## src/rtl/slk_pkg.sv

```systemverilog
// Shared helpers for the speed lock monitor: pre-divider table and window bounds.
// Assumes nominal counts fit comfortably in 32 bits.
package slk_pkg;

    // Pre-divider for a configuration code; the select pin low doubles it.
    function automatic logic [4:0] pre_div(input logic [1:0] sel, input logic fsel);
        logic [4:0] base;
        case (sel)
            2'b00:   base = 5'd3;
            2'b01:   base = 5'd4;
            2'b10:   base = 5'd6;
            default: base = 5'd8;
        endcase
        return fsel ? base : (base << 1);
    endfunction

    // Lower window bound: 95 % of nominal, rounded up (toward the inside).
    function automatic logic [31:0] win_lo(input logic [31:0] nom);
        return (nom * 32'd95 + 32'd99) / 32'd100;
    endfunction

    // Upper window bound: 105 % of nominal, rounded down (toward the inside).
    function automatic logic [31:0] win_hi(input logic [31:0] nom);
        return (nom * 32'd105) / 32'd100;
    endfunction

endpackage

```

## src/rtl/slk_tach_sync.sv

```systemverilog
// Synchronizes the tachometer input and flags its rising edge and any transition.
// Assumes tach_in is asynchronous and slow relative to clk.
module slk_tach_sync #(
    parameter int SYNC_STAGES = 2
) (
    input  logic clk,
    input  logic rst_n,
    input  logic tach_in,
    output logic rise,
    output logic toggle
);
    localparam int LEN = SYNC_STAGES + 1;

    logic [LEN-1:0] shreg;

    // Shift the raw input through the synchronizer plus one history flop.
    always_ff @(posedge clk) begin
        if (!rst_n) shreg <= '0;
        else        shreg <= {shreg[LEN-2:0], tach_in};
    end

    assign rise   = shreg[LEN-2] & ~shreg[LEN-1];
    assign toggle = shreg[LEN-2] ^ shreg[LEN-1];

endmodule

```

## src/rtl/slk_watchdog.sv

```systemverilog
// Missing-pulse watchdog: counts PWM ticks between tachometer transitions.
// Assumes pwm_tick is a single-cycle pulse; toggle has priority over a tick.
module slk_watchdog #(
    parameter int WD_LIMIT = 512
) (
    input  logic clk,
    input  logic rst_n,
    input  logic toggle,
    input  logic pwm_tick,
    output logic expired
);
    localparam int WD_W = $clog2(WD_LIMIT + 1);

    logic [WD_W-1:0] wcnt;

    // Count ticks, expire on the limit-th one, restart on every transition.
    always_ff @(posedge clk) begin
        if (!rst_n) begin
            wcnt    <= '0;
            expired <= 1'b0;
        end else if (toggle) begin
            wcnt    <= '0;
            expired <= 1'b0;
        end else if (pwm_tick && !expired) begin
            if (wcnt == WD_W'(WD_LIMIT - 1)) begin
                expired <= 1'b1;
                wcnt    <= '0;
            end else begin
                wcnt <= wcnt + 1'b1;
            end
        end
    end

    a_r6_expire_on_tick: assert property (@(posedge clk) disable iff (!rst_n)
        $rose(expired) |-> $past(pwm_tick));
    a_r6_clear_on_transition: assert property (@(posedge clk) disable iff (!rst_n)
        $fell(expired) |-> $past(toggle));

endmodule

```

## src/rtl/slk_period_meter.sv

```systemverilog
// Measures reference pulses per tachometer period and makes lock/overspeed decisions.
// Assumes win_lo <= nominal <= win_hi and that they stay stable within a period.
module slk_period_meter #(
    parameter int CNT_W = 16
) (
    input  logic             clk,
    input  logic             rst_n,
    input  logic             ref_en,
    input  logic             rise,
    input  logic             wd_expired,
    input  logic [CNT_W-1:0] nominal,
    input  logic [CNT_W-1:0] bound_lo,
    input  logic [CNT_W-1:0] bound_hi,
    output logic             locked,
    output logic             overspeed
);
    logic [CNT_W-1:0] cnt;
    logic             armed;
    logic             in_win;
    logic             too_fast;
    logic             below_nom;

    assign in_win    = (cnt >= bound_lo) && (cnt <= bound_hi);
    assign too_fast  = cnt < bound_lo;
    assign below_nom = cnt > nominal;

    // Saturating count of reference enables since the last rising edge.
    always_ff @(posedge clk) begin
        if (!rst_n)                   cnt <= '0;
        else if (rise)                cnt <= '0;
        else if (ref_en && cnt != '1) cnt <= cnt + 1'b1;
    end

    // Decide lock and overspeed on each armed edge; drop both on watchdog expiry.
    always_ff @(posedge clk) begin
        if (!rst_n) begin
            armed     <= 1'b0;
            locked    <= 1'b0;
            overspeed <= 1'b0;
        end else if (rise) begin
            armed <= 1'b1;
            if (wd_expired) begin
                locked    <= 1'b0;
                overspeed <= 1'b0;
            end else if (armed) begin
                locked <= in_win;
                if (too_fast)       overspeed <= 1'b1;
                else if (below_nom) overspeed <= 1'b0;
            end
        end else if (wd_expired) begin
            armed     <= 1'b0;
            locked    <= 1'b0;
            overspeed <= 1'b0;
        end
    end

    a_r3_lock_only_on_edge: assert property (@(posedge clk) disable iff (!rst_n)
        $rose(locked) |-> $past(rise) && !$past(wd_expired));
    a_r5_overspeed_means_unlocked: assert property (@(posedge clk) disable iff (!rst_n)
        $rose(overspeed) |-> !locked);
    a_r5_overspeed_release: assert property (@(posedge clk) disable iff (!rst_n)
        $fell(overspeed) |-> ($past(rise) || $past(wd_expired)));

endmodule

```

## src/rtl/slk_stall_timer.sv

```systemverilog
// Stall timer: counts slow ticks while out of lock and pulses a time-out once.
// Assumes lt_tick is a single-cycle pulse.
module slk_stall_timer #(
    parameter int LT_LIMIT = 1023
) (
    input  logic clk,
    input  logic rst_n,
    input  logic lt_tick,
    input  logic locked,
    input  logic start_stop,
    output logic timeout
);
    localparam int LT_W = $clog2(LT_LIMIT + 1);

    logic [LT_W-1:0] lt_cnt;
    logic            at_last;

    assign at_last = (lt_cnt == LT_W'(LT_LIMIT - 1));

    // Advance while unlocked and running; hold at the limit.
    always_ff @(posedge clk) begin
        if (!rst_n || start_stop || locked)                 lt_cnt <= '0;
        else if (lt_tick && lt_cnt != LT_W'(LT_LIMIT))      lt_cnt <= lt_cnt + 1'b1;
    end

    // One-cycle pulse on the tick that reaches the limit.
    always_ff @(posedge clk) begin
        if (!rst_n) timeout <= 1'b0;
        else        timeout <= !start_stop && !locked && lt_tick && at_last;
    end

    a_r7_single_pulse: assert property (@(posedge clk) disable iff (!rst_n)
        timeout |=> !timeout);
    a_r7_pulse_at_limit: assert property (@(posedge clk) disable iff (!rst_n)
        timeout |-> lt_cnt == LT_W'(LT_LIMIT));
    a_r8_stop_clears: assert property (@(posedge clk) disable iff (!rst_n)
        start_stop |=> lt_cnt == '0);

endmodule

```

## src/rtl/speed_lock_monitor.sv

```systemverilog
// Top: tachometer speed lock detector with missing-pulse watchdog and stall timer.
// Assumes all tick inputs are single-cycle pulses synchronous to clk.
module speed_lock_monitor #(
    parameter int BASE_DIV = 1024,
    parameter int WD_LIMIT = 512,
    parameter int LT_LIMIT = 1023
) (
    input  logic       clk,
    input  logic       rst_n,
    input  logic       ref_en,
    input  logic       tach_in,
    input  logic       lt_tick,
    input  logic       pwm_tick,
    input  logic       start_stop,
    input  logic [1:0] cfg_div,
    input  logic       freq_sel,
    output logic       lock_n,
    output logic       overspeed,
    output logic       force_up,
    output logic       stall_timeout
);
    localparam int CNT_W = $clog2(BASE_DIV) + 6;

    logic             rise;
    logic             toggle;
    logic             wd_expired;
    logic             locked;
    logic [31:0]      nom32;
    logic [CNT_W-1:0] nominal;
    logic [CNT_W-1:0] bound_lo;
    logic [CNT_W-1:0] bound_hi;

    // Nominal count and inward-rounded window from the configuration.
    assign nom32    = 32'(slk_pkg::pre_div(cfg_div, freq_sel)) * 32'(BASE_DIV);
    assign nominal  = CNT_W'(nom32);
    assign bound_lo = CNT_W'(slk_pkg::win_lo(nom32));
    assign bound_hi = CNT_W'(slk_pkg::win_hi(nom32));

    slk_tach_sync #(.SYNC_STAGES(2)) u_sync (
        .clk(clk), .rst_n(rst_n), .tach_in(tach_in), .rise(rise), .toggle(toggle)
    );

    slk_watchdog #(.WD_LIMIT(WD_LIMIT)) u_wd (
        .clk(clk), .rst_n(rst_n), .toggle(toggle), .pwm_tick(pwm_tick), .expired(wd_expired)
    );

    slk_period_meter #(.CNT_W(CNT_W)) u_meter (
        .clk(clk), .rst_n(rst_n), .ref_en(ref_en), .rise(rise), .wd_expired(wd_expired),
        .nominal(nominal), .bound_lo(bound_lo), .bound_hi(bound_hi),
        .locked(locked), .overspeed(overspeed)
    );

    slk_stall_timer #(.LT_LIMIT(LT_LIMIT)) u_stall (
        .clk(clk), .rst_n(rst_n), .lt_tick(lt_tick), .locked(locked),
        .start_stop(start_stop), .timeout(stall_timeout)
    );

    assign lock_n   = ~locked;
    assign force_up = wd_expired;

    a_r2_lock_excludes_watchdog: assert property (@(posedge clk) disable iff (!rst_n)
        force_up |=> lock_n);

endmodule

```

## config.mk

```make
export PLATFORM = sky130hd
export DESIGN_NAME = speed_lock_monitor
export DESIGN_NICKNAME = d
export VERILOG_FILES = /design/src/rtl/slk_pkg.sv /design/src/rtl/slk_tach_sync.sv /design/src/rtl/slk_watchdog.sv /design/src/rtl/slk_period_meter.sv /design/src/rtl/slk_stall_timer.sv /design/src/rtl/speed_lock_monitor.sv
export SDC_FILE = /design/constraint.sdc
export NUM_CORES = 1
export LEC_CHECK = 0
export ABC_AREA = 1
export BUFFER_PORTS_ARGS = -buffer_cell sky130_fd_sc_hd__buf_2
export CORE_UTILIZATION = 40
export DETAILED_ROUTE_END_ITERATION = 10
export PLACE_DENSITY = 0.62
export SLEW_MARGIN = 25
export SYNTH_ARGS = -nofsm -noshare
export SYNTH_HDL_FRONTEND = slang
export SYNTH_HIERARCHICAL = 1
export SYNTH_SLANG_ARGS = --single-unit
```

## constraint.sdc

```tcl
create_clock -name clk -period 17.8 [get_ports clk]
set_input_delay 0 -clock clk [delete_from_list [all_inputs] [get_ports clk]]
set_output_delay 0 -clock clk [all_outputs]
set_load 0.1 [all_outputs]
```

Yosys cells after proc, flatten, opt, wreduce, memory -nomap -nowiden --
Cells that the tools add are included.
Word-level totals: flip-flop bits (word level) 44, latch bits 0, RAM bits 0, bits in read-only memories 0, bits of input ports 10, output and inout port bits 4, memories kept 0
Cells by class: $add $sub $neg 4, $mul 2, divide/modulo/power cells 2, order comparisons 4, equality and inequality tests 6, shift operators 0, multiplexer cells 13, bitwise gates (word level) 5, reduce and logical (&&, ||, !) cells 22
Operators by type and width (number):
- $div A32 B7 Y32 const B | 2
- $mul A5 B7 Y12 const B | 2
- $add A22 B7 Y23 const B | 1
- $add A10 B1 Y10 const B | 2
- $add A16 B1 Y16 const B | 1
- $ge A16 B16 Y1 | 1
- $gt A16 B15 Y1 | 1
- $le A16 B16 Y1 | 1
- $lt A16 B16 Y1 | 1
- $ne A16 B16 Y1 const B | 1
- $pmux W4 S3 | 1
- $eq A10 B10 Y1 const B | 1
- $eq A10 B9 Y1 const B | 1
- $mux W1 | 10
- $mux W10 | 1
- $ne A10 B10 Y1 const B | 1
- $logic_and A1 B1 Y1 | 7
- $mux W5 | 1
- $logic_not A1 Y1 | 4
- $reduce_and A2 Y1 | 2
- $reduce_bool A2 Y1 | 2
- $reduce_or A2 Y1 | 2
- $not A1 Y1 | 3
- $reduce_and A3 Y1 | 1
- other kinds (7) | 8

Depth between registers and ports, before layout --
Gate-level depths: netlist of run 1.
word-level depth 11, mapped depth 133, gate-level depth less buffers 131

Cells and area by module --
Netlist of run 1, hierarchy kept.
Modules (own cells, without submodules):
- speed_lock_monitor | instances 1, cells an instance 2415, area each 12660.9 µm²
- slk_period_meter | instances 1, cells an instance 346, area each 2228.4 µm²
- slk_stall_timer | instances 1, cells an instance 93, area each 641.9 µm²
- slk_watchdog | instances 1, cells an instance 81, area each 575.6 µm²
- slk_tach_sync | instances 1, cells an instance 12, area each 102.6 µm²

Least setup slack after synthesis of run 1 --
OpenSTA, ideal clock, no wires.
kind input-to-reg, start point in cfg_div[0], end point reg u_meter.locked, setup time 0.117 ns, arrival time 14.265 ns, data required time 17.683 ns, setup slack 3.418 ns, cell stages on the path 115, path through ha_1 -> inv_2 -> o21ai_1 -> o21ai_1 -> ha_1 -> ha_1 -> ha_1 -> ha_1 -> nand3_1 -> nand3_1 -> xor2_1 -> o211ai_1 -> o21ai_2 -> nand2_4 -> o21ai_1 -> nand2_1 -> nand2_2 -> xor2_1 -> [79 not listed] -> nand2_2 -> nand2_1 -> nand2_1 -> nor2_1 -> nand3_1 -> ha_1 -> inv_1 -> nand2_1 -> nand2_1 -> nand2_1 -> nand2_1 -> nand2_1 -> nand2_1 -> nand2_1 -> nand2_1 -> nand2_1 -> nand3_1 -> a21oi_1
On the way: elaborated cells on any way between the ends 16, classes of those cells add/sub: 1; mul: 2; div: 2; order compare: 2; eq/ne: 2; mux: 5; reduce/logical: 2
RTL lines:
- from (decl) | RTL line speed_lock_monitor.sv:15 | input logic [1:0] cfg_div,
- $eq A2 B2 Y1 (tied with other cells) | RTL line slk_pkg.sv:8 | case (sel)
- $pmux W4 S3 * | RTL line slk_pkg.sv:8
- $mux W5 * | RTL line slk_pkg.sv:14 | return fsel ? base : (base << 1);
- via nominal[12] | RTL line speed_lock_monitor.sv:29 | logic [CNT_W-1:0] nominal;
- $mul A5 B7 Y12 * | RTL line slk_pkg.sv:24 | return (nom * 32'd105) / 32'd100;
- $div A32 B7 Y32 * | RTL line slk_pkg.sv:24
- via bound_hi[15] | RTL line speed_lock_monitor.sv:31 | logic [CNT_W-1:0] bound_hi;
- $le A16 B16 Y1 * | RTL line slk_period_meter.sv:23 | assign in_win = (cnt >= bound_lo) && (cnt <= bound_hi);
- $logic_and A1 B1 Y1 * | RTL line slk_period_meter.sv:23
- $mux W1 * | RTL line slk_period_meter.sv:45 | end else if (armed) begin
- $mux W1 * | RTL line slk_period_meter.sv:42 | if (wd_expired) begin
- $mux W1 * | RTL line slk_period_meter.sv:40 | end else if (rise) begin
- to (signal assigned) | RTL line slk_period_meter.sv:46 | locked <= in_win;
- to (decl) | RTL line slk_period_meter.sv:14 | output logic locked,
The timed path passes the listed nets; every way through them passes the cells marked *. The select of a mux whose other input is x is not followed. A chain may end at the register's enable or synchronous reset.

Final worst setup path of run 1 --
start point in cfg_div[1], end point reg u_meter.locked
Same word-level chain as after synthesis.

==> summary.txt, run 1 <==
clock sinks = 44
WL per Instance = 12.3 um
Synthesis Warnings = 6
num ports = 14
first-pass GRT wire length = 75200 um
multi-input logic area = 0.0134 sq mm
area grow syn2layout = 6.11%
Routed Antenna Nets = 0
# setup viols final = 0
Hold Path Class = primary input to flip-flop
Tightest Pin Transition = 0.761 ns
Max Cap Viol = 0
Mean Syn Cell Area = 5.50 sq um
grt ovf = 0
Post-synth EDFFs = 0
slowest cell delay on critical path = 0.37 ns
vias in the first global route = 16700
Fill cells = 4401
clock buffer depth = 2
fmax = 0.0621 GHz
CP endpoint kind = flip-flop
fin nets = 3123
Initial Util = 40.7%
TritonCTS clock tree = built
max-slew violation count = 0
initial DRC count = 1181
CTS buffer count = 5
DRT Wirelength = 43000 um
largest area contributor in the netlist = nand2_1
Fin Clk Skew = 0.00506 ns
final hold vios = 0
die width = 203 um
post-synth top area share = 22.7%
gp weighted congestion = 0.931
via/cell ratio = 5.11
Clock transition at path regs = 0.06 ns
CP max stage cell = ha_1
most frequent CP cell = nand2_1
FFs w/ async S/R, synth = 0%
drt first pass iters = 5
dpl hpwl = 35700 um
die height = 203 um
share of layout cells above drive strength 1 = 13.3%
required time of the critical path = 17.98 ns
commonest non-fill, non-tap cell in the layout = nand2_1
largest net degree at the start of global routing = 20
synth unique cells = 58
I/O Buffers = 13
Rel. slew slack = 49.1%
Setup WS post-layout = 1.68 ns
synth top area cells = nand2_1 23%, nand3_1 10%, inv_1 9.7%
FF+latch area = 881 sq um
Startpoint Class = primary input
total number of vias = 17900
critical path class = primary input to flip-flop
fin crit share = 90.5%
Cells after Synth = 2947
Clk Latency, worst-skew pair = 0.29 ns
antenna violations before repair = 1
worst-path fanout max = 18
CP arrival = 16.30 ns
H-tree depth = 2
crit path buf inv count = 10
# DRC = 0
GRT Util Overall = 21.0%
dpl ws = 0.239 ns
status = completed
core area = 0.0398 sq mm
clock root buffer = clkbuf_16
primary flip-flop cell chosen by synthesis mapping = dfxtp_1
num rows = 73
cell family with the largest share of critical-path delay = simple AND/OR/NAND/NOR gates
DIE AREA = 0.0413 sq mm
synthesized flop and latch total = 44
most frequent cells in the layout = 976 x nand2_1, 420 x inv_1, 340 x nand3_1, 249 x nor2_1, 125 x ha_1
register area share after synthesis = 5.43%
post-synthesis cell area = 0.0162 sq mm
Tmin final = 16.12 ns
-- Yosys cell counts (all sizes together), types with 3 or more instances --
library cell  number
a31oi              5
ha               125
nor3              17
or2                5
dfxtp             44
o21ai             65
nand2           1129
a21oi             80
xnor2             23
o211ai             4
a21o               5
o21a               4
o21bai             7
nor4               3
clkinv            10
nor2             338
nand4            118
xor2              51
nand3            385
nand3b            30
fa                 9
buf               24
inv              455
-- metrics by stage --
stage                     std cells  instance area, sq um  setup TNS, ns  util, %  hold slack, ns
after floorplan                2957                 16200              0        -          0.0935
after global placement         3474                 16700              0     42.0           0.177
after detailed placement       3474                 16700              0     42.0           0.187
after CTS                      3485                 16900              0     42.5          0.0633
after global routing           3505                 17200        -0.0240     43.2           0.116
final                          3506                 17200              0     43.2          0.0779
-- kinds of logic after synthesis --
kind of cell,Yosys count,share of synthesized area (%)
other,1,0.0231
flip-flops,44,5.43
AO/OA/AOI/OAI,176,6.37
buffers and inverters,490,12.6
AND/OR/NAND/NOR,2028,60.7
adder cells (fa/ha/maj),134,10.8
XOR/XNOR,74,4.04
-- sequential cells by signal, summed over array words and instances (netlist names) --
register and cells:
u_meter/locked 1, u_wd/wcnt 10, u_wd/expired 1, u_meter/overspeed 1, u_stall/lt_cnt 10, u_sync/shreg 3, u_stall/timeout 1, u_meter/armed 1
u_meter/cnt 16
-- repair_timing --
action | CTS | global route
endpoints found under the hold margin | 3 | 0
hold buffers | 3 | 0
buffers inserted | 0 | 20
gates resized for setup | 0 | 24
setup endpoints to repair | 0 | 2
-- routing by layer --
layer  vias to the layer above  global-route usage (%)  share of wire, %
li1                       9457                       -                 -
met1                      8103                    27.5                48
met2                       299                    37.4                48
met3                        53                    1.15               2.6
met4                         0                    4.73               1.7
met5                         -                       0                 0
-- path summary, 6_finish.rpt --
| path | cells past startpoint | slack [ns] | endpoint | start |
|---|---|---|---|---|
| worst min-delay path | 3 | 0.08 | u_stall/timeout$_SDFF_PN0_ | lt_tick |
| worst max-delay path | 117 | 1.68 | u_meter/locked$_SDFFE_PN0P_ | cfg_div[1] |
| worst max register to register | 7 | 15.91 | u_meter/locked$_SDFFE_PN0P_ | u_meter/cnt[13]$_SDFFE_PP0P_ |
| worst min register to register | 2 | 0.42 | u_sync/shreg[1]$_SDFF_PN0_ | u_sync/shreg[0]$_SDFF_PN0_ |
-- cell type report --
class,count,area share [%]
Clock buffer,6,0.808
Inverter,465,10.3
Clock inverter,2,0.226
Antenna cell,1,0.0145
Tap cell,525,3.82
Multi-Input combinational cell,2423,78.0
Sequential cell,44,5.12
Timing Repair Buffer,40,1.67
-- worst register-to-register path: stages, from the launching register on --
cell and delay [ns]:
dfxtp_1 0.54, ha_1 0.32, a21oi_1 0.14, o21ai_0 0.10, a21oi_1 0.35, nand3_1 0.16
nand3_1 0.11, a21oi_1 0.06
Power of run 1 is left out: the tool's default activity adds up to more than one toggle a clock period on the data nets, which glitch-free logic cannot reach.
==> run 2: changes to the inputs <==
--- a/config.mk
+++ b/config.mk
@@ -6,10 +6,10 @@
 export NUM_CORES = 1
 export LEC_CHECK = 0
 export ABC_AREA = 1
-export BUFFER_PORTS_ARGS = -buffer_cell sky130_fd_sc_hd__buf_2
 export CORE_UTILIZATION = 40
 export DETAILED_ROUTE_END_ITERATION = 10
-export PLACE_DENSITY = 0.62
+export DONT_BUFFER_PORTS = 1
+export PLACE_DENSITY = 0.61
 export SLEW_MARGIN = 25
 export SYNTH_ARGS = -nofsm -noshare
 export SYNTH_HDL_FRONTEND = slang
==> run 2 against run 1 <==
Against the previous run: clock skew shrank 0.0011 ns; worst setup slack gained 0.068 ns; register-to-register slack gained 0.05 ns; worst hold slack lost 0.056 ns; wire length grew 0.11%; clock-buffer cell count grew 1.
==> summary.txt, run 2 (synthesis gave the netlist of run 1 again) <==
core area = 0.0398 sq mm
max-slew violation count = 0
most frequent CP cell = nand2_1
Tmin final = 16.05 ns
slowest cell delay on critical path = 0.37 ns
total number of vias = 17900
area grow syn2layout = 5.26%
reg2reg start = u_meter/cnt[11]$_SDFFE_PP0P_
required time of the critical path = 17.98 ns
CP endpoint kind = flip-flop
worst hold path endpoint = u_wd/wcnt[2]$_SDFFE_PP0N_
Setup WS post-layout = 1.75 ns
fin nets = 3109
DIE AREA = 0.0413 sq mm
most frequent cells in the layout = 977 x nand2_1, 419 x inv_1, 340 x nand3_1, 250 x nor2_1, 125 x ha_1
clock sinks = 44
Fin Clk Skew = 0.00401 ns
H-tree depth = 2
worst reg-to-reg path cell count = 9
antenna violations before repair = 0
first-pass GRT wire length = 73900 um
Max Cap Viol = 0
WL per Instance = 12.3 um
WHS Path Cells = 3
grt ovf = 0
Hold Path Class = primary input to flip-flop
Cell Area, Placed = 0.0167 sq mm
vias in the first global route = 16400
dpl ws = 0.375 ns
Tightest Pin Transition = 0.931 ns
via/cell ratio = 5.12
final hold vios = 0
die height = 203 um
I/O Buffers = 0
CTS buffer count = 5
number of diodes = 0
CP arrival = 16.23 ns
Rel. slew slack = 37.8%
# setup viols final = 0
fin crit share = 90.2%
Initial Util = 40.7%
Clock transition at path regs = 0.06 ns
FF+latch area = 882 sq um
Top Registers = u_meter/cnt: 16 flops, u_stall/lt_cnt: 10 flops, u_wd/wcnt: 10 flops
CP max stage cell = ha_1
status = completed
Fill cells = 4452
num ports = 14
worst reg2reg endpoint = u_meter/locked$_SDFFE_PN0P_
fmax = 0.0623 GHz
Startpoint Class = primary input
commonest non-fill, non-tap cell in the layout = nand2_1
post-layout util = 42.8%
Finished Layout Cells = 3491
critical path class = primary input to flip-flop
Largest register FFs = 16
GRT Util Overall = 20.7%
Worst setup startpoint = cfg_div[0]
Top reg by flops = u_meter/cnt
initial DRC count = 1123
gp weighted congestion = 0.921
dpl hpwl = 36000 um
largest net degree at the start of global routing = 20
dpl cells = 3461
die width = 203 um
worst-path fanout max = 18
share of layout cells above drive strength 1 = 12.7%
R2R Setup Slk = 15.96 ns
num rows = 73
post-route cell area = 0.0171 sq mm
# DRC = 0
Clk Latency, worst-skew pair = 0.30 ns
DRT Wirelength = 43000 um
multi-input logic area = 0.0134 sq mm
clock buffer depth = 2
clock root buffer = clkbuf_16
drt first pass iters = 5
Routed Antenna Nets = 0
TritonCTS clock tree = built
hold path startpoint = pwm_tick
run 2: worst max path at each step:
stage / to / slack (ns) / cells past startpoint
after floorplan: u_meter/locked$_SDFFE_PN0P_ / 3.42 / 115
after global routing: u_meter/locked$_SDFFE_PN0P_ / -0.0003 / 116
after CTS: u_meter/locked$_SDFFE_PN0P_ / 0.63 / 116
after detailed placement: u_meter/locked$_SDFFE_PN0P_ / 0.38 / 116
after global placement: u_meter/locked$_SDFFE_PN0P_ / 0.64 / 110
final: u_meter/locked$_SDFFE_PN0P_ / 1.75 / 111
run 2: cell type report:
cell class | count | share of cell area (%)
clock buffers | 7 | 0.836
repair buffers | 26 | 1.23
inverters | 465 | 10.4
well taps | 525 | 3.85
flip-flops and latches | 44 | 5.17
clock inverters | 1 | 0.0440
multi-input cells | 2423 | 78.5
run 2: layer usage:
| metal | wire (um) | global-route usage [%] |
|---|---|---|
| met4 | 716 | 4.56 |
| met2 | 20400 | 37.0 |
| met1 | 20600 | 26.8 |
| met5 | 0 | 0 |
| met3 | 1410 | 1.60 |
run 2: critical path: cells and delay by family:
kind	cells	cell delay [ns]
AOI/OAI and AO/OA	6	1.11
xor gates and xnor gates	1	0.29
adders and majority gates	13	3.78
buffers and inverters	9	1.04
and+or+nand+nor	82	9.95
run 2: metrics by stage:
step	hold WS (ns)	setup TNS, ns
after floorplan	0.0935	0
after global placement	0.0989	0
after detailed placement	0.102	0
after CTS	0.0124	0
after global routing	0.0275	-0.000325
final	0.0214	0
run 2: timing repair:
item	4_1_cts	5_1_grt
resized for setup	0	18
hold buffers	6	0
buffers inserted	0	16
setup endpoints to repair	0	2
endpoints found under the hold margin	27	0
Power of run 2 is left out for the same reason.
==> run 3: changes to the inputs <==
--- a/config.mk
+++ b/config.mk
@@ -7,6 +7,7 @@
 export LEC_CHECK = 0
 export ABC_AREA = 1
 export CORE_UTILIZATION = 40
+export CTS_BUF_LIST = sky130_fd_sc_hd__clkbuf_8
 export DETAILED_ROUTE_END_ITERATION = 10
 export DONT_BUFFER_PORTS = 1
 export PLACE_DENSITY = 0.61
==> run 3 against run 2 <==
Against the previous run: worst setup slack got worse by 0.0022 ns; first-iteration DRC count fell by 8.9%; die area is the same; highest routed layer unchanged; final area fell by 0.40%; via count shrank 0.45%; maximum frequency about the same.
==> summary.txt, run 3 (synthesis gave the netlist of run 1 again) <==
die width = 203 um
required time of the critical path = 18.01 ns
Hold Path Class = primary input to flip-flop
DIE AREA = 0.0413 sq mm
worst reg-to-reg path cell count = 9
H-tree depth = 2
# DRC = 0
Max Cap Viol = 0
global route hottest layer = met2
R2R Setup Slk = 15.93 ns
number of diodes = 0
Tmin final = 16.05 ns
met2 GRT Util = 37.0%
most frequent CP cell = nand2_1
TritonCTS clock tree = built
CTS buffer count = 5
total number of vias = 17800
Routed Antenna Nets = 0
reg2reg start = u_meter/cnt[11]$_SDFFE_PP0P_
die height = 203 um
grt ovf = 0
critical path class = primary input to flip-flop
fmax = 0.0623 GHz
crit path to = u_meter/locked$_SDFFE_PN0P_
gp weighted congestion = 0.921
share of layout cells above drive strength 1 = 12.7%
DRT Wirelength = 42900 um
Initial Util = 40.7%
CP endpoint kind = flip-flop
largest net degree at the start of global routing = 20
area grow syn2layout = 4.84%
vias in the first global route = 16400
Largest register FFs = 16
Top reg by flops = u_meter/cnt
Rel. slew slack = 37.9%
antenna violations before repair = 0
hold path startpoint = tach_in
Tightest Pin Transition = 0.931 ns
first-pass GRT wire length = 73900 um
met1 usage = 26.7%
num ports = 14
dpl hpwl = 36000 um
Clk Latency, worst-skew pair = 0.32 ns
Startpoint Class = primary input
final hold slack = 0.359 ns
max-slew violation count = 0
clock sinks = 44
I/O Buffers = 0
# setup viols final = 0
fin nets = 3109
Clock transition at path regs = 0.09 ns
slowest cell delay on critical path = 0.37 ns
CP arrival = 16.26 ns
WL per Instance = 12.3 um
worst reg2reg endpoint = u_meter/locked$_SDFFE_PN0P_
initial DRC count = 1023
clock buffer depth = 2
CP max stage cell = ha_1
via/cell ratio = 5.10
drt first pass iters = 6
num rows = 73
fin crit share = 90.2%
core area = 0.0398 sq mm
met3 GRT Util = 1.71%
Worst setup startpoint = cfg_div[0]
Top Registers = u_meter/cnt: 16 flops, u_stall/lt_cnt: 10 flops, u_wd/wcnt: 10 flops
clock root buffer = clkbuf_8
status = completed
commonest non-fill, non-tap cell in the layout = nand2_1
most frequent cells in the layout = 977 x nand2_1, 420 x inv_1, 340 x nand3_1, 250 x nor2_1, 125 x ha_1
GRT Util Overall = 20.7%
Fin Clk Skew = 0.00386 ns
final hold vios = 0
worst-path fanout max = 18
[run 3: what timing repair did]
action                                  in CTS  in global routing
hold endpoints to repair                    28                  0
endpoints found under the setup margin       0                  2
buffers inserted                             0                 16
hold buffers                                 6                  0
resized for setup                            0                 16
[run 3: worst min path at each step]
| stage | to | slack (ns) | depth (start not counted) |
|---|---|---|---|
| 2_1_floorplan | u_sync/shreg[0]$_SDFF_PN0_ | 0.09 | 2 |
| 3_3_place_gp | u_sync/shreg[0]$_SDFF_PN0_ | 0.1 | 2 |
| 3_5_place_dp | u_sync/shreg[1]$_SDFF_PN0_ | 0.10 | 2 |
| 4_1_cts | u_sync/shreg[0]$_SDFF_PN0_ | 0.32 | 3 |
| 5_1_grt | u_sync/shreg[0]$_SDFF_PN0_ | 0.36 | 3 |
| 6_report | u_sync/shreg[0]$_SDFF_PN0_ | 0.36 | 3 |
[run 3: cell type report]
class	instances	area [sq um]
clock buffers	6	82.6
clock inverters	2	11.3
fillers	4458	22800
inverters	465	1780
multi-input cells	2423	13400
flip-flops and latches	44	882
well taps	525	657
repair buffers	26	210
[run 3: metrics by stage]
step	std cells	setup slack, ns	utilization [%]	cell area, sq um	TNS, ns
final	3491	1.75	42.7	17000	0
after global routing	3491	-0.00196	42.7	17000	-0.00196
after CTS	3475	0.661	42.2	16800	0
after detailed placement	3461	0.375	41.8	16700	0
after global placement	3461	0.644	41.8	16700	0
after floorplan	2957	3.42	-	16200	0
[run 3: per-layer routing]
metal	share of wire [%]	wire, um
met5	0	0
met4	1.6	693
met3	3.0	1290
met2	47	20300
met1	48	20600
[run 3: critical path: cells and delay by family]
kind | cells | cell delay, ns
fa+ha+maj | 13 | 3.78
compound gates | 6 | 1.10
buf+inv | 9 | 1.03
simple gates | 82 | 9.93
xor+xnor | 1 | 0.29
Power of run 3 is left out for the same reason.
